--- src/rtl/ot_pkg.sv ---
package ot_pkg;

    // Depth of the line synchronizer
    localparam int SYNC_STAGES = 2;

    // Decoded configuration that the datapath works from
    typedef struct packed {
        logic active;   // timing enabled and pin in timer function
        logic bidir;    // block may pull the line low
        logic boost;    // boost allowed on assertions
    } ot_mode_t;

    function automatic ot_mode_t decode_mode(input logic en, input logic pin,
                                             input logic [2:0] bsel, input logic boost_en);
        ot_mode_t m;
        m.active = en & pin;
        m.bidir  = pin & (|bsel);
        m.boost  = pin & boost_en;
        return m;
    endfunction

endpackage

--- src/rtl/ot_line_sync.sv ---
module ot_line_sync #(
    parameter int STAGES = 2
) (
    input  logic clk,
    input  logic rst,
    input  logic d_n,
    output logic q_n
);
    logic [STAGES-1:0] shreg;

    always_ff @(posedge clk) begin
        if (rst) shreg <= '1;
        else     shreg <= {shreg[STAGES-2:0], d_n};
    end

    assign q_n = shreg[STAGES-1];
endmodule

--- src/rtl/ot_accum.sv ---
module ot_accum #(
    parameter int ACC_W         = 8,
    parameter int TICKS_PER_LSB = 4
) (
    input  logic             clk,
    input  logic             rst,
    input  logic             count_en,
    input  logic             rd,
    output logic [ACC_W-1:0] acc
);
    logic step;

    generate
        if (TICKS_PER_LSB > 1) begin : g_sub
            localparam int SUB_W = $clog2(TICKS_PER_LSB);
            localparam logic [SUB_W-1:0] SUB_LAST = SUB_W'(TICKS_PER_LSB - 1);
            logic [SUB_W-1:0] sub_q;

            assign step = count_en && (sub_q == SUB_LAST);

            // partial step survives between separate assertions
            always_ff @(posedge clk) begin
                if (rst)           sub_q <= '0;
                else if (count_en) sub_q <= step ? '0 : sub_q + 1'b1;
            end
        end else begin : g_direct
            assign step = count_en;
        end
    endgenerate

    always_ff @(posedge clk) begin
        if (rst)                  acc <= '0;
        else if (rd)              acc <= step ? ACC_W'(1) : '0;
        else if (step && acc != '1) acc <= acc + 1'b1;
    end
endmodule

--- src/rtl/ot_alert.sv ---
module ot_alert #(
    parameter int ACC_W = 8,
    parameter int LIM_W = 8
) (
    input  logic             clk,
    input  logic             rst,
    input  logic             active,
    input  logic             asserted,
    input  logic [ACC_W-1:0] acc,
    input  logic [LIM_W-1:0] limit,
    input  logic             mask,
    input  logic             clr,
    output logic             stat,
    output logic             alert_n
);
    localparam int CW = (ACC_W > LIM_W + 1) ? ACC_W : LIM_W + 1;

    logic [CW-1:0] acc_x;
    logic [CW-1:0] lim_x;
    logic          trip;

    assign acc_x = CW'(acc);
    assign lim_x = CW'({limit, 1'b0});   // one limit step = two register steps

    always_comb begin
        if (!active)          trip = 1'b0;
        else if (limit == '0) trip = asserted;
        else                  trip = (acc_x >= lim_x);
    end

    // set has priority over the write-one-to-clear strobe
    always_ff @(posedge clk) begin
        if (rst)       stat <= 1'b0;
        else if (trip) stat <= 1'b1;
        else if (clr)  stat <= 1'b0;
    end

    assign alert_n = ~(stat & ~mask);
endmodule

--- src/rtl/ot_accum_timer.sv ---
module ot_accum_timer #(
    parameter int ACC_W         = 8,
    parameter int LIM_W         = 8,
    parameter int TICKS_PER_LSB = 4,
    parameter int NUM_FANS      = 4
) (
    input  logic                clk,
    input  logic                rst,
    input  logic                line_n,
    input  logic                local_over,
    input  logic                tick,
    input  logic                timer_en,
    input  logic                pin_timer_sel,
    input  logic [2:0]          bidir_sel,
    input  logic                boost_en,
    input  logic [LIM_W-1:0]    limit,
    input  logic                alert_mask,
    input  logic                rd_acc,
    input  logic                stat_clr,
    input  logic [NUM_FANS-1:0] fan_running,
    output logic                line_pull,
    output logic [ACC_W-1:0]    acc_time,
    output logic                stat,
    output logic                alert_n,
    output logic [NUM_FANS-1:0] fan_boost
);
    import ot_pkg::*;

    ot_mode_t mode;
    logic     line_s_n;
    logic     asserted;
    logic     active;

    assign mode     = decode_mode(timer_en, pin_timer_sel, bidir_sel, boost_en);
    assign active   = mode.active;
    assign asserted = ~line_s_n;

    ot_line_sync #(.STAGES(SYNC_STAGES)) u_sync (
        .clk (clk),
        .rst (rst),
        .d_n (line_n),
        .q_n (line_s_n)
    );

    ot_accum #(.ACC_W(ACC_W), .TICKS_PER_LSB(TICKS_PER_LSB)) u_accum (
        .clk      (clk),
        .rst      (rst),
        .count_en (active & asserted & tick),
        .rd       (rd_acc),
        .acc      (acc_time)
    );

    ot_alert #(.ACC_W(ACC_W), .LIM_W(LIM_W)) u_alert (
        .clk      (clk),
        .rst      (rst),
        .active   (active),
        .asserted (asserted),
        .acc      (acc_time),
        .limit    (limit),
        .mask     (alert_mask),
        .clr      (stat_clr),
        .stat     (stat),
        .alert_n  (alert_n)
    );

    assign line_pull = mode.bidir & local_over;

    generate
        for (genvar f = 0; f < NUM_FANS; f++) begin : g_fan
            assign fan_boost[f] = mode.boost & asserted & fan_running[f];
        end
    endgenerate
endmodule

--- config.mk ---
export PLATFORM = sky130hd
export DESIGN_NAME = ot_accum_timer
export DESIGN_NICKNAME = d
export VERILOG_FILES = /design/src/rtl/ot_pkg.sv /design/src/rtl/ot_line_sync.sv /design/src/rtl/ot_accum.sv /design/src/rtl/ot_alert.sv /design/src/rtl/ot_accum_timer.sv
export SDC_FILE = /design/constraint.sdc
export NUM_CORES = 1
export LEC_CHECK = 0
export CAP_MARGIN = 5
export CORE_MARGIN = 2
export CORE_UTILIZATION = 30
export DETAILED_ROUTE_END_ITERATION = 8
export PLACE_DENSITY_LB_ADDON = 0.05
export SYNTH_ARGS = -nofsm -noshare
export SYNTH_HDL_FRONTEND = slang
export SYNTH_SLANG_ARGS = --single-unit
--- constraint.sdc ---
create_clock -name clk -period 2.85 [get_ports clk]
set_clock_uncertainty 0.05 [all_clocks]
set_input_delay 0.57 -clock clk [delete_from_list [all_inputs] [get_ports clk]]
set_output_delay 0.57 -clock clk [all_outputs]
set_load 0.01 [all_outputs]
==> impl_results.md <==
* Fin crit period at 2.63 ns
* CP bufs+invs at 2
* IO Count at 41
* Worst Setup End Kind: output pin
* IO Port Bufs at 40
* Final setup fails at 0
* Hold-fix buffer count after cts at 0
* Cell leakage power at 0.479 nW
* Global placement routability congestion at 0.747
* Largest net degree at the start of global routing at 15
* Clock Latency Late Sink at 0.27 ns
* Util after Layout at 47.9%
* Top cells by count, synth: 13 x dfxtp_1, 11 x a21oi_1, 10 x inv_1
* WL final at 2330 µm
* Setup Crit Path Kind: primary input to output pin
* Initial antenna violation count at 0
* Final Hold Viols at 0
* Status: finished clean
* WL/cell at 13.3 µm
* CP arrival at 2.01 ns
* Setup WS pre-CTS at 0.197 ns
* Unrepaired setup endpoints after global routing: false
* Area Overhead vs Synth at 52.4%
* EDFF count, synth at 0
* Avg Cell Area, Syn at 8.43 µm²
* GRT Util Overall at 14.9%
* Reg-to-reg endpoint: u_accum.acc[0]$_SDFFE_PP0P_
* Crit-path cells: clkdlybuf4s50_1 > nand2_1 > nor2_1 > and2_1 > clkdlybuf4s50_1
* Clk buf depth at 2
* First-pass GRT wire length at 3800 µm
* Total Die Area at 3310 µm²
* Filler cell count at 274
* Via/cell ratio at 4.90
* WP data required at 2.23 ns
* CTS root buf: clkbuf_4
* Register area share after synthesis at 30.3%
* Final HPWL DP at 1830 µm
* Syn_nets at 137
* Die width at 57.5 µm
* DRT iter0 DRCs at 20
* Netlist Area Pre-Place at 860 µm²
* Cells after Synth at 102
* Hold WC Path Type: flop to flop
* Worst-case hold slack at 0.361 ns
* Gr ovfl total at 0
* Yosys warns at 0
* Slowest-stage cell, CP: clkdlybuf4s50_1
* Row cnt at 19
* Cell variety after synth at 32
* Final WS setup at 0.215 ns
* Maximum VDD drop at 0.000206 V
* Nets@finish at 180
* Leading area contributor after synthesis: dfxtp_1
* Via count at 858
* CTS resizes at 0
* DRC viols at 0
* TritonCTS Buffers at 3
* RR Startpoint: u_accum.acc[0]$_SDFFE_PP0P_
* Number of global-route vias before repair at 862
* Setup_tns at 0 ns
* Slew Viols, Final at 0
* Most frequent CP cell: clkdlybuf4s50_1
* Worst Tran Pin Value at 0.486 ns
* Effective utilization at floorplan at 31.4%
* Clock Sinks at 13
* Cell with the most instances after synthesis: dfxtp_1
* Number of stages on the worst setup path at 5
* Post-route antenna net violation count at 0
* Final period utilization at 92.4%
* FMAX at 380 MHz
* Critical path's top delay family: buffers and inverters
* Synth Register Bits at 13
* Most common flop cell mapped by yosys: dfxtp_1
* Share of layout cells above drive strength 1 at 6.94%
* First drt pass iteration count at 4
* PwrDens at 272 nW/µm²
* Diode count at 0
* R2R Setup Slk at 1.03 ns
* Top area cells in the synthesized netlist: dfxtp_1 30%, ha_1 13%, a21oi_1 6.4%
* Worst-path fanout max at 5
* Die Y-Extent at 57.5 µm
* CTS tree: yes
* Core area at 2730 µm²
* Max incr delay on CP at 0.55 ns
* Final instance count without filler cells at 175
* Crit path capture: fan_boost[1]
* Htree depth at 1
* Top-area cell type share of the netlist area at 30.3%
* Worst setup path startpoint: pin_timer_sel
* Max-Cap Viols at 0
* Max_slew headroom at 67.3%
* Clock Pin Slew Worst Setup and Hold Paths at 0.08 ns
* Reg2Reg Depth at 5
* Post-synth ARST share at 0%
* Dpl cells at 171
* Post-CTS setup repair buffer count at 0
* Type of origin of the critical path: primary input
[kinds of logic (layout without fill, tap and decap cells)]
logic type / count (synthesis) / count (layout) / share of synthesized area [%]
flip-flops: 13 / 13 / 30.3
multiplexers: 2 / 2 / 2.47
AND/OR/NAND/NOR: 41 / 41 / 27.8
AO/OA/AOI/OAI: 25 / 25 / 20.2
adder cells (fa/ha/maj): 9 / 9 / 13.1
buffers and inverters: 12 / 54 / 6.11
[sequential cells by signal, indices dropped and copies added, names as in the netlist]
| name | cells |
|---|---|
| u_alert.stat | 1 |
| u_sync.shreg | 2 |
| u_accum.g_sub.sub_q | 2 |
| u_accum.acc | 8 |
[layer usage]
metal	wire (µm)	vias to the layer above	track usage, %
met5	0	-	0
met4	17	0	6.98
met3	118	2	3.85
met2	1060	18	23.1
met1	1130	377	19.4
li1	-	461	-
[layout make-up]
cell class | instances | area (µm²) | area share (%)
multi-input cells | 77 | 547 | 41.7
flip-flops and latches | 13 | 260 | 19.9
inverters | 10 | 37.5 | 2.87
well taps | 31 | 38.8 | 2.96
clock buffers | 4 | 26.3 | 2.01
repair buffers | 40 | 400 | 30.6
[metrics by stage]
stage / area (µm²) / total power [W]
2_1_floorplan: 860 / 0.000204
3_3_place_gp: 1280 / 0.000247
3_5_place_dp: 1280 / 0.000248
4_1_cts: 1310 / 0.000363
5_1_grt: 1310 / 0.000377
6_report: 1310 / 0.000356
[worst reg2reg max path, stage by stage (launching register included)]
cell	delay, ns
dfxtp_1	0.46
ha_1	0.24
nand3_1	0.13
o211ai_4	0.37
mux2_2	0.38
a21oi_1	0.13
[worst min-delay path by stage]
stage                                           from                    endpoint  depth (start not counted)
after floorplan           u_sync.shreg[0]$_SDFF_PP1_  u_sync.shreg[1]$_SDFF_PP1_                          1
after global placement    u_sync.shreg[0]$_SDFF_PP1_  u_sync.shreg[1]$_SDFF_PP1_                          1
after detailed placement  u_sync.shreg[0]$_SDFF_PP1_  u_sync.shreg[1]$_SDFF_PP1_                          1
after CTS                 u_sync.shreg[0]$_SDFF_PP1_  u_sync.shreg[1]$_SDFF_PP1_                          1
after global routing      u_sync.shreg[0]$_SDFF_PP1_  u_sync.shreg[1]$_SDFF_PP1_                          1
final                     u_sync.shreg[0]$_SDFF_PP1_  u_sync.shreg[1]$_SDFF_PP1_                          1
[where the power goes]
group	total [W]	leakage, nW	switching [W]	internal, W
registers	0.000184	0.105	0.000000886	0.000183
logic	0.0000602	0.359	0.0000195	0.0000407
clock network	0.000112	0.0150	0.0000576	0.0000542
[placed cells by master (no fill, tap or decap), drive strengths merged, types with 3 or more instances in the layout]
master / netlist / final
nand3: 5 / 5
clkdlybuf4s50: 0 / 40
nand2: 6 / 6
or4: 4 / 4
nor2: 4 / 4
a21oi: 11 / 11
dfxtp: 13 / 13
clkbuf: 1 / 4
or2: 3 / 3
and2: 4 / 4
inv: 10 / 10
nand2b: 3 / 3
ha: 9 / 9
nor4: 3 / 3
o31ai: 4 / 4
(Power assumes the default switching activity.)
